$ cat config.mk
export PLATFORM = sky130hd
export DESIGN_NAME = rx_credit_tracker
export DESIGN_NICKNAME = d
export VERILOG_FILES = /design/src/rtl/rx_credit_pkg.sv /design/src/rtl/token_capture.sv /design/src/rtl/used_counter.sv /design/src/rtl/credit_calc.sv /design/src/rtl/rx_credit_tracker.sv
export SDC_FILE = /design/constraint.sdc
export NUM_CORES = 1
export LEC_CHECK = 0
export BUFFER_PORTS_ARGS = -buffer_cell sky130_fd_sc_hd__buf_2
export CAP_MARGIN = 20
export CORE_ASPECT_RATIO = 1.1
export CORE_MARGIN = 2
export CORE_UTILIZATION = 50
export CTS_BUF_LIST = sky130_fd_sc_hd__clkbuf_4
export CTS_CLUSTER_SIZE = 10
export DETAILED_ROUTE_END_ITERATION = 16
export PLACE_DENSITY = 0.8
export SYNTH_ARGS = -nofsm -noshare
export SYNTH_HDL_FRONTEND = slang
export SYNTH_SLANG_ARGS = --single-unit
$ cat constraint.sdc
create_clock -name clk -period 3.6 [get_ports clk]
set_input_delay 0.72 -clock clk [delete_from_list [all_inputs] [get_ports clk]]
set_output_delay 0.72 -clock clk [all_outputs]
set_load 0.02 [all_outputs]
$ cat src/rtl/rx_credit_pkg.sv
// Shared types for the receive buffer credit tracker.
package rx_credit_pkg;

    // Handshake state: waiting for a request, or a granted transfer in flight.
    typedef enum logic {
        CR_IDLE = 1'b0,
        CR_BUSY = 1'b1
    } cr_state_t;

endpackage

$ cat src/rtl/token_capture.sv
// Captures the token field from a status word whenever a read returns.
// Assumes the field lies at TOKEN_LSB up to TOKEN_LSB+CNT_W-1 inside DATA_W.
module token_capture #(
    parameter int DATA_W    = 32,
    parameter int CNT_W     = 12,
    parameter int TOKEN_LSB = 16
) (
    input  logic              clk,
    input  logic              rst_n,
    input  logic [DATA_W-1:0] rd_data,
    input  logic              rd_valid,
    output logic [CNT_W-1:0]  token
);

    localparam int TOKEN_MSB = TOKEN_LSB + CNT_W - 1;

    // Register the token field on each valid read; other bits are dropped.
    always_ff @(posedge clk) begin
        if (!rst_n) begin
            token <= '0;
        end else if (rd_valid) begin
            token <= rd_data[TOKEN_MSB:TOKEN_LSB];
        end
    end

    AST_TOKEN_CAPTURED: assert property (@(posedge clk) disable iff (!rst_n)
        rd_valid |=> token == $past(rd_data[TOKEN_MSB:TOKEN_LSB]));

endmodule

$ cat src/rtl/used_counter.sv
// Running count of receive buffers filled by the host, modulo 2^CNT_W.
// Assumes the buffer size is 2^BUF_LOG2 bytes; a partial tail buffer counts as whole.
module used_counter #(
    parameter int CNT_W    = 12,
    parameter int LEN_W    = 16,
    parameter int BUF_LOG2 = 9
) (
    input  logic             clk,
    input  logic             rst_n,
    input  logic             add_en,
    input  logic [LEN_W-1:0] add_len,
    output logic [CNT_W-1:0] used
);

    localparam int SUM_W = LEN_W + 1;

    logic [CNT_W-1:0] inc;

    // Pick the rounding-up path, or a plain copy for one-byte buffers.
    generate
        if (BUF_LOG2 == 0) begin : g_unit_buf
            assign inc = CNT_W'(add_len);
        end else begin : g_pow2_buf
            localparam logic [SUM_W-1:0] ROUND = SUM_W'((1 << BUF_LOG2) - 1);
            logic [SUM_W-1:0] sum;
            logic [SUM_W-1:0] bufs;
            // Ceiling division by the buffer size through add-then-shift.
            always_comb begin
                sum  = SUM_W'(add_len) + ROUND;
                bufs = sum >> BUF_LOG2;
            end
            assign inc = CNT_W'(bufs);
        end
    endgenerate

    // Accumulate the buffers of each completed transfer.
    always_ff @(posedge clk) begin
        if (!rst_n) begin
            used <= '0;
        end else if (add_en) begin
            used <= used + inc;
        end
    end

    AST_USED_HOLDS: assert property (@(posedge clk) disable iff (!rst_n)
        !add_en |=> used == $past(used));

endmodule

$ cat src/rtl/credit_calc.sv
// Combinational credit arithmetic: free buffers, byte allowance, fit test.
// Assumes modulo 2^CNT_W subtraction and a strict greater-than rule for a fit.
module credit_calc #(
    parameter int CNT_W    = 12,
    parameter int LEN_W    = 16,
    parameter int BUF_LOG2 = 9,
    localparam int ALW_W   = CNT_W + BUF_LOG2
) (
    input  logic [CNT_W-1:0] token,
    input  logic [CNT_W-1:0] used,
    input  logic [LEN_W-1:0] req_len,
    output logic [CNT_W-1:0] remaining,
    output logic [ALW_W-1:0] allowance,
    output logic             fits
);

    localparam int CMP_W = (ALW_W > LEN_W) ? ALW_W : LEN_W;

    // Free buffers, byte allowance and strict comparison against the request.
    always_comb begin
        remaining = token - used;
        allowance = ALW_W'(remaining) << BUF_LOG2;
        fits      = CMP_W'(req_len) < CMP_W'(allowance);
    end

endmodule

$ cat src/rtl/rx_credit_tracker.sv
// Top of the receive buffer credit tracker. Grants a write only when the
// byte allowance exceeds its length, then waits for completion before
// charging the used buffers. Assumes one transfer in flight at a time.
module rx_credit_tracker
    import rx_credit_pkg::*;
#(
    parameter int DATA_W    = 32,
    parameter int CNT_W     = 12,
    parameter int TOKEN_LSB = 16,
    parameter int LEN_W     = 16,
    parameter int BUF_LOG2  = 9,
    localparam int ALW_W    = CNT_W + BUF_LOG2
) (
    input  logic              clk,
    input  logic              rst_n,
    input  logic [DATA_W-1:0] rd_data,
    input  logic              rd_valid,
    input  logic              req_valid,
    input  logic [LEN_W-1:0]  req_len,
    output logic              req_grant,
    output logic              repoll,
    input  logic              xfer_done,
    output logic [CNT_W-1:0]  remaining,
    output logic [ALW_W-1:0]  allowance
);

    cr_state_t        state;
    logic [LEN_W-1:0] held_len;
    logic [CNT_W-1:0] token;
    logic [CNT_W-1:0] used;
    logic             fits;
    logic             charge;

    token_capture #(
        .DATA_W   (DATA_W),
        .CNT_W    (CNT_W),
        .TOKEN_LSB(TOKEN_LSB)
    ) i_token (
        .clk     (clk),
        .rst_n   (rst_n),
        .rd_data (rd_data),
        .rd_valid(rd_valid),
        .token   (token)
    );

    used_counter #(
        .CNT_W   (CNT_W),
        .LEN_W   (LEN_W),
        .BUF_LOG2(BUF_LOG2)
    ) i_used (
        .clk    (clk),
        .rst_n  (rst_n),
        .add_en (charge),
        .add_len(held_len),
        .used   (used)
    );

    credit_calc #(
        .CNT_W   (CNT_W),
        .LEN_W   (LEN_W),
        .BUF_LOG2(BUF_LOG2)
    ) i_calc (
        .token    (token),
        .used     (used),
        .req_len  (req_len),
        .remaining(remaining),
        .allowance(allowance),
        .fits     (fits)
    );

    // Handshake outputs: grant on a fit, re-poll otherwise, both only when idle.
    always_comb begin
        req_grant = req_valid && (state == CR_IDLE) && fits;
        repoll    = req_valid && (state == CR_IDLE) && !fits;
        charge    = (state == CR_BUSY) && xfer_done;
    end

    // Track the transfer in flight and remember its length for charging.
    always_ff @(posedge clk) begin
        if (!rst_n) begin
            state    <= CR_IDLE;
            held_len <= '0;
        end else begin
            case (state)
                CR_IDLE: if (req_grant) begin
                    state    <= CR_BUSY;
                    held_len <= req_len;
                end
                CR_BUSY: if (xfer_done) begin
                    state <= CR_IDLE;
                end
                default: state <= CR_IDLE;
            endcase
        end
    end

    AST_GRANT_REPOLL_EXCL: assert property (@(posedge clk) disable iff (!rst_n)
        !(req_grant && repoll));
    AST_REPOLL_NEEDS_REQ: assert property (@(posedge clk) disable iff (!rst_n)
        repoll |-> req_valid);
    AST_NO_BACK_TO_BACK: assert property (@(posedge clk) disable iff (!rst_n)
        req_grant |=> !req_grant && !repoll);

endmodule

==> results of run 1 <==
==> synth_stat cells (all sizes together) (2+ instances only) <==
master | count | area share [%]
a21boi | 5 | 1.1
xor2 | 5 | 1.3
mux2i | 13 | 4.0
dfxtp | 41 | 25
o21ai | 14 | 2.1
o221ai | 2 | 0.72
o21a | 5 | 1.1
a21o | 7 | 1.6
nand2 | 53 | 6.1
xnor2 | 12 | 3.2
nand4 | 3 | 0.57
nand3 | 10 | 1.5
nor4 | 2 | 0.38
o211ai | 18 | 4.1
nand2b | 5 | 0.95
or3 | 2 | 0.38
ha | 26 | 9.9
a21oi | 9 | 1.4
buf | 32 | 7.1
nor2b | 17 | 3.2
o2111ai | 18 | 6.5
nand3b | 2 | 0.46
nor2 | 16 | 1.8
and2 | 9 | 1.7
clkbuf | 10 | 1.1
a31oi | 4 | 0.76
o22a | 2 | 0.53
and3 | 4 | 0.76
a221oi | 2 | 0.72
nor3 | 3 | 0.46
inv | 28 | 3.2
fa | 2 | 1.2
and4 | 2 | 0.61
o31ai | 2 | 0.46
==> worst max-delay path: stages (launching register included) <==
cell	delay [ns]
dfxtp_2	0.35
inv_2	0.07
ha_4	0.12
inv_2	0.03
fa_2	0.35
a211o_1	0.32
a21o_1	0.19
a21oi_2	0.16
xor2_1	0.11
ha_1	0.31
nand3_1	0.06
o21a_1	0.20
nor4_4	0.24
nand2_2	0.08
and2_4	0.14
buf_6	0.12
==> timing repair <==
| item | 4_1_cts | 5_1_grt |
|---|---|---|
| pin swaps | 8 | 9 |
| setup buffers | 8 | 1 |
| gates resized for setup | 12 | 6 |
| endpoints found under the setup margin | 2 | 21 |
==> routing by layer <==
layer	vias up	wire [µm]	GRT usage [%]
met3	8	332	3.54
met2	81	3920	40.5
met1	1410	3570	28.3
li1	1502	-	-
met5	-	0	0
met4	0	65	4.47
==> cells by family (layout without fill, tap and decap cells) <==
logic type,after synthesis,count (layout),share of synthesized area (%)
AOI/OAI and AO/OA,97,97,23.7
buffers and inverters,70,117,11.5
adders and majority gates,28,28,11.1
DFF,41,41,25.0
and+or+nand+nor,131,131,19.7
xor gates and xnor gates,17,17,4.53
muxes,14,14,4.30
other,1,9,0.114
==> state kept, by name, summed over array words and instances (netlist names) <==
signal	flops
held_len	16
state	1
i_used.used	12
i_token.token	12
==> metrics by stage <==
| step | instances | TNS (ns) | hold slack (ns) |
|---|---|---|---|
| 2_1_floorplan | 407 | 0 | 0.459 |
| 3_3_place_gp | 519 | -0.0255 | 0.477 |
| 3_5_place_dp | 519 | -0.103 | 0.483 |
| 4_1_cts | 534 | -0.794 | 0.501 |
| 5_1_grt | 534 | -1.03 | 0.530 |
| 6_report | 534 | -0.656 | 0.497 |
==> power breakdown <==
group	leakage (µW)	internal (µW)	switching (µW)	total, µW
Sequential	0.000337	482	27.4	509
Combinational	0.00127	266	384	650
Clock	0.0000410	142	159	300
==> final timing paths <==
kind                                      start                          end  slack, ns  cells past startpoint
hold / removal      i_used.used[2]$_SDFFE_PN0P_  i_used.used[2]$_SDFFE_PN0P_       0.50                      2
setup / recovery  i_token.token[0]$_SDFFE_PN0P_                    req_grant      -0.34                     15
hold reg to reg     i_used.used[2]$_SDFFE_PN0P_  i_used.used[2]$_SDFFE_PN0P_       0.50                      2
setup reg to reg  i_token.token[0]$_SDFFE_PN0P_     held_len[8]$_SDFFE_PN0P_       0.13                     15
==> area by class of cell <==
cell class / instances / area (µm²) / area share, %
Tap cell: 80 / 100 / 2.66
Clock inverter: 2 / 35.0 / 0.931
Timing Repair Buffer: 82 / 492 / 13.1
Sequential cell: 41 / 823 / 21.9
Inverter: 28 / 108 / 2.86
Multi-Input combinational cell: 296 / 2170 / 57.6
Clock buffer: 5 / 37.5 / 0.998
==> results.py, run 1 <==
metrics = {
    "run_status": {
        "outcome": "complete, but fails checks",
        "violations": "negative setup slack",
    },
    "sta": {
        "timing.final.crit_period_ns": 3.94,
        "drv_slew": 0,
        "hold_viol": 0,
        "fin_worst_skew_ns": 0.0112,
        "finalCritPeriodShare_pct": 109,
        "setup_slack_ns": -0.340,
        "max_freq_mhz": 254,
        "worst_pin_slew_ns": 0.537,
        "grt_setup_unrepaired": "true",
        "slew_headroom_pct": 64.2,
        "setup_violations": 2,
    },
    "drt": {
        "vias": 3001,
        "first_iter_violations": 97,
        "viasPerCell": 5.62,
        "ant_nets": 0,
        "wire_per_inst_um": 14.8,
        "drt_wl_total_um": 7890,
        "drc": 0,
        "drtPass1Iterations": 4,
    },
    "synth": {
        "postSynthCellCount": 399,
        "ys_types": 57,
        "synth_edf_count": 0,
        "yosysWarningCount": 0,
        "post_synth.cell_area_avg_um2": 8.23,
        "async_reset_ff_share_pct": 0,
        "synth-seq-area-share_pct": 25.0,
        "synth_area_um2": 3280,
        "ys.flop_type": "dfxtp_1",
        "synth_seq_cells": 41,
    },
    "place": {
        "routabilityCongestion": 0.856,
        "dpl_cell_area_um2": 3570,
        "preCtsSetupSlack_ns": -0.0730,
        "place_hpwl_um": 5800,
        "io_buffers": 58,
    },
    "floorplanning": {
        "io_pins": 88,
        "core_area_um2": 6270,
        "die_x_um": 81.3,
        "die_h_um": 89.0,
        "die_area_um2": 7230,
        "row_count": 30,
        "start_util_pct": 52.4,
    },
    "critical_path": {
        "critPathKind": "reg2out",
        "cp.required_ns": 2.88,
        "crit_arrival_ns": 3.22,
        "start_kind": "register",
        "crit_fanout": 2,
        "setup.worst_path.end_class": "output pin",
    },
    "clock_tree": {
        "clock_sinks": 41,
        "clk_pin_slew_ns": 0.13,
        "htree_levels": 2,
        "cts_root_buf": "clkbuf_4",
        "cts_hold_repair.buffers": 0,
        "clockBufferDepth": 2,
        "clk_latency_ns": 0.35,
        "cts_tree": "yes",
        "cts_inserted_buffers": 5,
    },
    "grt": {
        "antenna_found_initial": 0,
        "grt_pass1_wl_um": 12900,
        "grt_max_degree": 42,
        "grt_pass1_vias": 2863,
        "gr-total-overflow": 0,
        "grt_use_total_pct": 22.5,
    },
    "cells_and_area": {
        "fillers": 591,
        "final_common_cell": "buf_2",
        "drive_gt1_share_pct": 25.8,
        "insertedDiodeCount": 0,
        "area_growth_pct": 14.6,
        "postLayoutCoreUtil_pct": 60.0,
        "design_area_um2": 3760,
        "final_cell_mix": "54 x buf_2, 52 x nand2_1, 39 x dfxtp_1",
        "fin_nets": 535,
    },
    "power_and_ir_drop": {
        "vdd_drop_max_mv": 0.253,
        "power.density_nw_per_um2": 388,
        "p_total_uw": 1460,
        "leakagePower_uw": 0.00165,
    },
    "run": {
        "max_cap_viol_count": 0,
    },
    "min_path": {
        "hp-class": "reg2reg",
    },
}
Power figures use the tool's default switching activity.
==> inputs of run 2 (changes only) <==
Settings changed: ABC_AREA from default to 1.
==> results.py, run 2 <==
metrics = {
    "run_status": {
        "outcome": "completed",
    },
    "critical_path": {
        "cp.required_ns": 2.88,
        "slowest_delay_ns": 0.39,
        "setup.worst_path.end_class": "output pin",
        "r2r-end": "held_len[0]$_SDFFE_PN0P_",
        "worst-path-buf-inv": 4,
        "crit_fanout": 4,
        "start_kind": "register",
        "crit_arrival_ns": 2.79,
        "slowest_stage": "fa_2",
        "timing.rr.start": "i_token.token[0]$_SDFFE_PN0P_",
        "cp_top_family": "adder cells",
        "r2r_cells": 18,
        "rrSetupSlack_ns": 0.83,
        "critical_path.cell_chain": "inv_2, ha_4, inv_4, fa_2, nand2_2, nand2_2, nand2_2, o21ai_2, xnor2_2, ha_1, inv_2, o21bai_1, a21oi_1, nor2_2, nand2_4, nor3_2, buf_4",
        "critPathKind": "reg2out",
        "path_common_cell": "nand2_2",
    },
    "floorplanning": {
        "start_util_pct": 52.0,
        "die_area_um2": 7100,
        "row_count": 30,
        "io_pins": 88,
        "core_area_um2": 6190,
        "die_x_um": 80.5,
        "die_h_um": 88.2,
    },
    "synth": {
        "synth_seq_cells": 41,
        "ys_types": 33,
        "synth-seq-area-share_pct": 25.5,
        "synth_area_um2": 3220,
        "synth_top_area_share_pct": 25.5,
        "synth_common_cells": "92 x nand2_1, 84 x inv_1, 64 x nor2_1, 41 x a21oi_1, 41 x dfxtp_1",
        "synth_edf_count": 0,
        "synth_most_common_cell": "nand2_1",
        "yosysWarningCount": 0,
        "async_reset_ff_share_pct": 0,
        "ys.flop_type": "dfxtp_1",
        "synthTopCellsByArea": "dfxtp_1 25%, nand2_1 11%, ha_1 10%",
        "postSynthCellCount": 488,
        "post_synth.cell_area_avg_um2": 6.60,
        "synth_top_area_cell": "dfxtp_1",
    },
    "cells_and_area": {
        "largest_reg_flops": 16,
        "postLayoutCoreUtil_pct": 58.7,
        "top_register": "held_len",
        "area_growth_pct": 12.9,
        "insertedDiodeCount": 0,
        "fin_nets": 616,
        "final_common_cell": "nand2_1",
        "top_regs": "held_len: 16 flops, i_token.token: 12 flops, i_used.used: 12 flops",
        "drive_gt1_share_pct": 22.6,
        "final_cell_mix": "88 x nand2_1, 79 x inv_1, 63 x nor2_1, 56 x buf_2, 41 x a21oi_1",
        "design_area_um2": 3640,
    },
    "clock_tree": {
        "cts_root_buf": "clkbuf_4",
        "cts_tree": "yes",
        "cts_hold_repair.buffers": 0,
        "clock_sinks": 41,
        "htree_levels": 2,
        "cts_inserted_buffers": 5,
        "clockBufferDepth": 2,
        "clk_latency_ns": 0.35,
        "clk_pin_slew_ns": 0.11,
    },
    "place": {
        "dpl_cell_area_um2": 3420,
        "preCtsSetupSlack_ns": 0.164,
        "place_hpwl_um": 5440,
        "routabilityCongestion": 0.858,
        "io_buffers": 58,
    },
    "drt": {
        "viasPerCell": 4.95,
        "drtPass1Iterations": 4,
        "wire_per_inst_um": 11.5,
        "drt_wl_total_um": 7110,
        "ant_nets": 0,
        "vias": 3049,
        "first_iter_violations": 118,
        "drc": 0,
    },
    "sta": {
        "grt_setup_unrepaired": "true",
        "slew_headroom_pct": 60.3,
        "hold_viol": 0,
        "setup_violations": 0,
        "drv_slew": 0,
        "timing.final.crit_period_ns": 3.51,
        "fin_worst_skew_ns": 0.0130,
        "max_freq_mhz": 285,
        "setup_slack_ns": 0.0943,
        "finalCritPeriodShare_pct": 97.4,
        "worst_pin_slew_ns": 0.596,
        "fin_tns_setup_ns": 0,
    },
    "grt": {
        "gr-total-overflow": 0,
        "grt_use_total_pct": 20.5,
        "grt_pass1_wl_um": 11600,
        "antenna_found_initial": 0,
        "grt_pass1_vias": 2690,
        "grt_max_degree": 36,
    },
    "run": {
        "max_cap_viol_count": 0,
    },
    "min_path": {
        "min_from": "held_len[3]$_SDFFE_PN0P_",
        "holdPathEnd": "held_len[3]$_SDFFE_PN0P_",
        "hp-class": "reg2reg",
        "min_path_cells": 2,
    },
    "power_and_ir_drop": {
        "leakagePower_uw": 0.00203,
        "p_total_uw": 1510,
        "power.density_nw_per_um2": 414,
        "vdd_drop_max_mv": 0.223,
    },
}
==> run 2: changes by cell type after synthesis, moves of 9 or more <==
cell / before / now
inv_1: 28 / 84
nor2_1: 16 / 64
nand2_1: 53 / 92
a21oi_1: 9 / 41
nor2b_1: 17 / 0
o211ai_1: 18 / 1
o21ai_0: 13 / 28
mux2i_1: 13 / 0
nand3_2: 0 / 13
nand3_1: 10 / 20
and2_1: 9 / 0
o2111ai_2: 9 / 0
==> run 2: cell families after synthesis <==
kind of cell | Yosys count | share of synthesized area (%)
xor+xnor | 15 | 4.08
fa+ha+maj | 28 | 11.3
buf+inv | 121 | 17.5
compound gates | 74 | 11.9
other cells | 1 | 0.116
flops | 41 | 25.5
simple gates | 208 | 29.6
==> run 2: report_power, final <==
group / switching [µW] / leakage [µW] / internal (µW)
Clock: 146 / 0.0000433 / 152
Combinational: 434 / 0.00164 / 257
Sequential: 25.6 / 0.000340 / 489
Total: 606 / 0.00203 / 899
==> run 2: how the worst max path moves through the flow <==
| stage | start | to | slack (ns) | depth (start not counted) |
|---|---|---|---|---|
| after detailed placement | i_token.token[0]$_SDFFE_PN0P_ | req_grant | 0.16 | 18 |
| final | i_token.token[0]$_SDFFE_PN0P_ | repoll | 0.09 | 17 |
| after global placement | i_used.used[0]$_SDFFE_PN0P_ | req_grant | 0.21 | 17 |
| after floorplan | i_used.used[2]$_SDFFE_PN0P_ | req_grant | 0.25 | 17 |
| after global routing | i_token.token[0]$_SDFFE_PN0P_ | repoll | -0.05 | 17 |
| after CTS | i_token.token[0]$_SDFFE_PN0P_ | req_grant | 0.007 | 18 |
==> run 2: layer usage <==
layer	GRT usage [%]	wire, µm
met1	25.6	3170
met5	0	0
met3	1.86	239
met4	5.08	109
met2	38.0	3590
==> run 2: worst reg2reg max path: stages (launching register included) <==
cell and delay (ns):
dfxtp_2 0.34, inv_2 0.07, ha_4 0.14, inv_4 0.04, fa_2 0.39, nand2_2 0.08, nand2_2 0.06, nand2_2 0.09
xor2_1 0.26, ha_1 0.29, nand2_1 0.06, nor2_1 0.04, a21oi_1 0.17, nor2_2 0.07, nand2_4 0.09, buf_4 0.28
nand3_1 0.11, nand2_1 0.07, nor2_1 0.05
==> run 2: through the flow <==
| stage | hold slack (ns) | instances |
|---|---|---|
| 3_5_place_dp | 0.470 | 602 |
| 3_3_place_gp | 0.462 | 602 |
| 2_1_floorplan | 0.437 | 496 |
| 5_1_grt | 0.523 | 616 |
| 4_1_cts | 0.500 | 613 |
| 6_report | 0.493 | 616 |
==> run 2: final cells by class <==
type / instances / area (µm²)
fillers: 587 / 2560
repair buffers: 66 / 359
inverters: 87 / 329
flip-flops and latches: 41 / 826
clock inverters: 2 / 33.8
clock buffers: 6 / 45.0
multi-input cells: 334 / 1940
well taps: 80 / 100
==> run 2: timing repair <==
item,in CTS,in global routing
pin swaps,5,7
resized for setup,7,22
setup buffers,3,3
setup endpoints to repair,2,2
==> inputs of run 3 (changes only) <==
Settings changed: ABC_AREA 1 to default, CORE_UTILIZATION 50 to 56, PLACE_DENSITY 0.8 to 0.84.
Clock period 3.6 ns to 4.08 ns, I/O delays scaled along.
==> results.py, run 3 (same netlist as run 1, synthesis figures left out) <==
metrics = {
    "run_status": {
        "outcome": "complete, but fails checks",
        "violations": "negative setup slack",
    },
    "critical_path": {
        "critPathKind": "reg2out",
        "worst-path-buf-inv": 2,
        "cp_top_family": "compound AO/OA/AOI/OAI gates",
        "slowest_delay_ns": 0.41,
        "slowest_stage": "dfxtp_2",
        "crit_arrival_ns": 3.31,
        "crit_fanout": 3,
        "critical_path.cell_chain": "ha_4, inv_2, fa_2, a211o_1, a21o_1, a21oi_2, xor2_1, ha_1, nand3_1, o21a_1, nor4_2, nand2_1, and2_4, buf_6",
        "start_kind": "register",
        "cp.required_ns": 3.26,
        "setup.worst_path.end_class": "output pin",
    },
    "sta": {
        "setup_violations": 1,
        "finalCritPeriodShare_pct": 101,
        "hold_viol": 0,
        "whs_ns": 0.505,
        "worst_pin_slew_ns": 0.963,
        "setup_slack_ns": -0.0481,
        "drv_slew": 0,
        "slew_headroom_pct": 35.7,
        "fin_tns_setup_ns": -0.0481,
        "fin_worst_skew_ns": 0.00997,
        "max_freq_mhz": 242,
        "grt_setup_unrepaired": "true",
        "timing.final.crit_period_ns": 4.13,
    },
    "drt": {
        "viasPerCell": 5.85,
        "ant_nets": 0,
        "vias": 3017,
        "wire_per_inst_um": 15.2,
        "drtPass1Iterations": 5,
        "first_iter_violations": 124,
        "drc": 0,
        "drt_wl_total_um": 7830,
    },
    "floorplanning": {
        "die_h_um": 84.3,
        "die_area_um2": 6490,
        "row_count": 29,
        "io_pins": 88,
        "core_area_um2": 5730,
        "start_util_pct": 57.3,
        "die_x_um": 77.0,
    },
    "cells_and_area": {
        "final_cell_mix": "56 x buf_2, 53 x nand2_1, 39 x dfxtp_1, 26 x inv_1, 25 x ha_1",
        "insertedDiodeCount": 0,
        "drive_gt1_share_pct": 22.6,
        "largest_reg_flops": 16,
        "area_growth_pct": 10.2,
        "multi_input_area_um2": 2150,
        "stdcell_count": 516,
        "top_register": "held_len",
        "final_common_cell": "buf_2",
        "top_regs": "held_len: 16 flops, i_token.token: 12 flops, i_used.used: 12 flops",
        "fin_nets": 519,
        "fillers": 522,
        "seq_area_um2": 823,
    },
    "place": {
        "routabilityCongestion": 0.885,
        "io_buffers": 58,
        "placed_cells": 503,
        "place_hpwl_um": 5750,
    },
    "clock_tree": {
        "clk_pin_slew_ns": 0.14,
        "cts_tree": "yes",
        "clock_sinks": 41,
        "htree_levels": 2,
        "cts_inserted_buffers": 5,
        "clockBufferDepth": 2,
        "clk_latency_ns": 0.36,
        "cts_root_buf": "clkbuf_4",
        "cts_hold_repair.buffers": 0,
    },
    "grt": {
        "grt_pass1_vias": 2857,
        "grt_pass1_wl_um": 13100,
        "antenna_found_initial": 0,
        "grt_use_total_pct": 24.6,
        "gr-total-overflow": 0,
        "grt_max_degree": 64,
    },
    "run": {
        "max_cap_viol_count": 0,
    },
    "power_and_ir_drop": {
        "leakagePower_uw": 0.00156,
        "power.density_nw_per_um2": 345,
        "vdd_drop_max_mv": 0.211,
    },
    "min_path": {
        "hp-class": "reg2reg",
    },
}
-- run 3: cell count changes in the layout (fill, tap and decap cells not counted), moves of 10 or more --
cell,before,now
mux2i_1,0,13
nand2_1,88,53
inv_1,79,26
nand3_2,13,0
nor2_1,63,16
nand3_1,20,10
o211ai_1,1,18
a21oi_1,41,7
nor2b_1,0,17
xnor2_1,2,12
o21ai_0,27,13
-- run 3: final timing paths --
kind                            depth (start not counted)                     endpoint  slack [ns]                        start
worst max-delay path                                   14                    req_grant       -0.05  i_used.used[0]$_SDFFE_PN0P_
worst min register to register                          2  i_used.used[2]$_SDFFE_PN0P_        0.50  i_used.used[2]$_SDFFE_PN0P_
worst min-delay path                                    2  i_used.used[2]$_SDFFE_PN0P_        0.50  i_used.used[2]$_SDFFE_PN0P_
worst max register to register                         13     held_len[1]$_SDFFE_PN0P_        0.67  i_used.used[0]$_SDFFE_PN0P_
-- run 3: worst min-delay path: stages, from the launching register on --
cell	delay, ns
dfxtp_1	0.35
nand2_1	0.06
a21boi_0	0.06
-- run 3: through the flow --
stage | worst slack [ns] | power (µW) | utilization (%) | instance area, µm²
6_report | -0.0481 | 1250 | 63.1 | 3620
5_1_grt | -0.193 | 1330 | 63.1 | 3620
4_1_cts | -0.0627 | 1240 | 62.1 | 3560
3_5_place_dp | 0.131 | 951 | 60.2 | 3450
3_3_place_gp | 0.250 | 935 | 60.2 | 3450
2_1_floorplan | 0.239 | 869 | - | 3310
-- run 3: metal layers --
layer	up-vias	global-route usage [%]	routed length [µm]
met5	-	0	0
li1	1469	-	-
met2	117	43.3	3870
met1	1413	30.2	3420
met3	18	3.87	366
met4	0	9.42	180
-- run 3: layout make-up --
type	count	share of cell area, %
well taps	77	2.66
repair buffers	66	10.0
multi-input cells	296	59.4
clock buffers	5	1.04
clock inverters	3	1.28
inverters	28	2.90
flip-flops and latches	41	22.7
-- run 3: timing repair --
action,CTS,global route
pin swaps,1,1
resized for setup,6,9
setup endpoints to repair,2,2
buffers inserted,1,3
-- run 3: report_power, final --
part	internal (µW)	total [µW]	switching, µW
clock	130	280	150
combinational	194	521	327
sequential	425	449	23.9
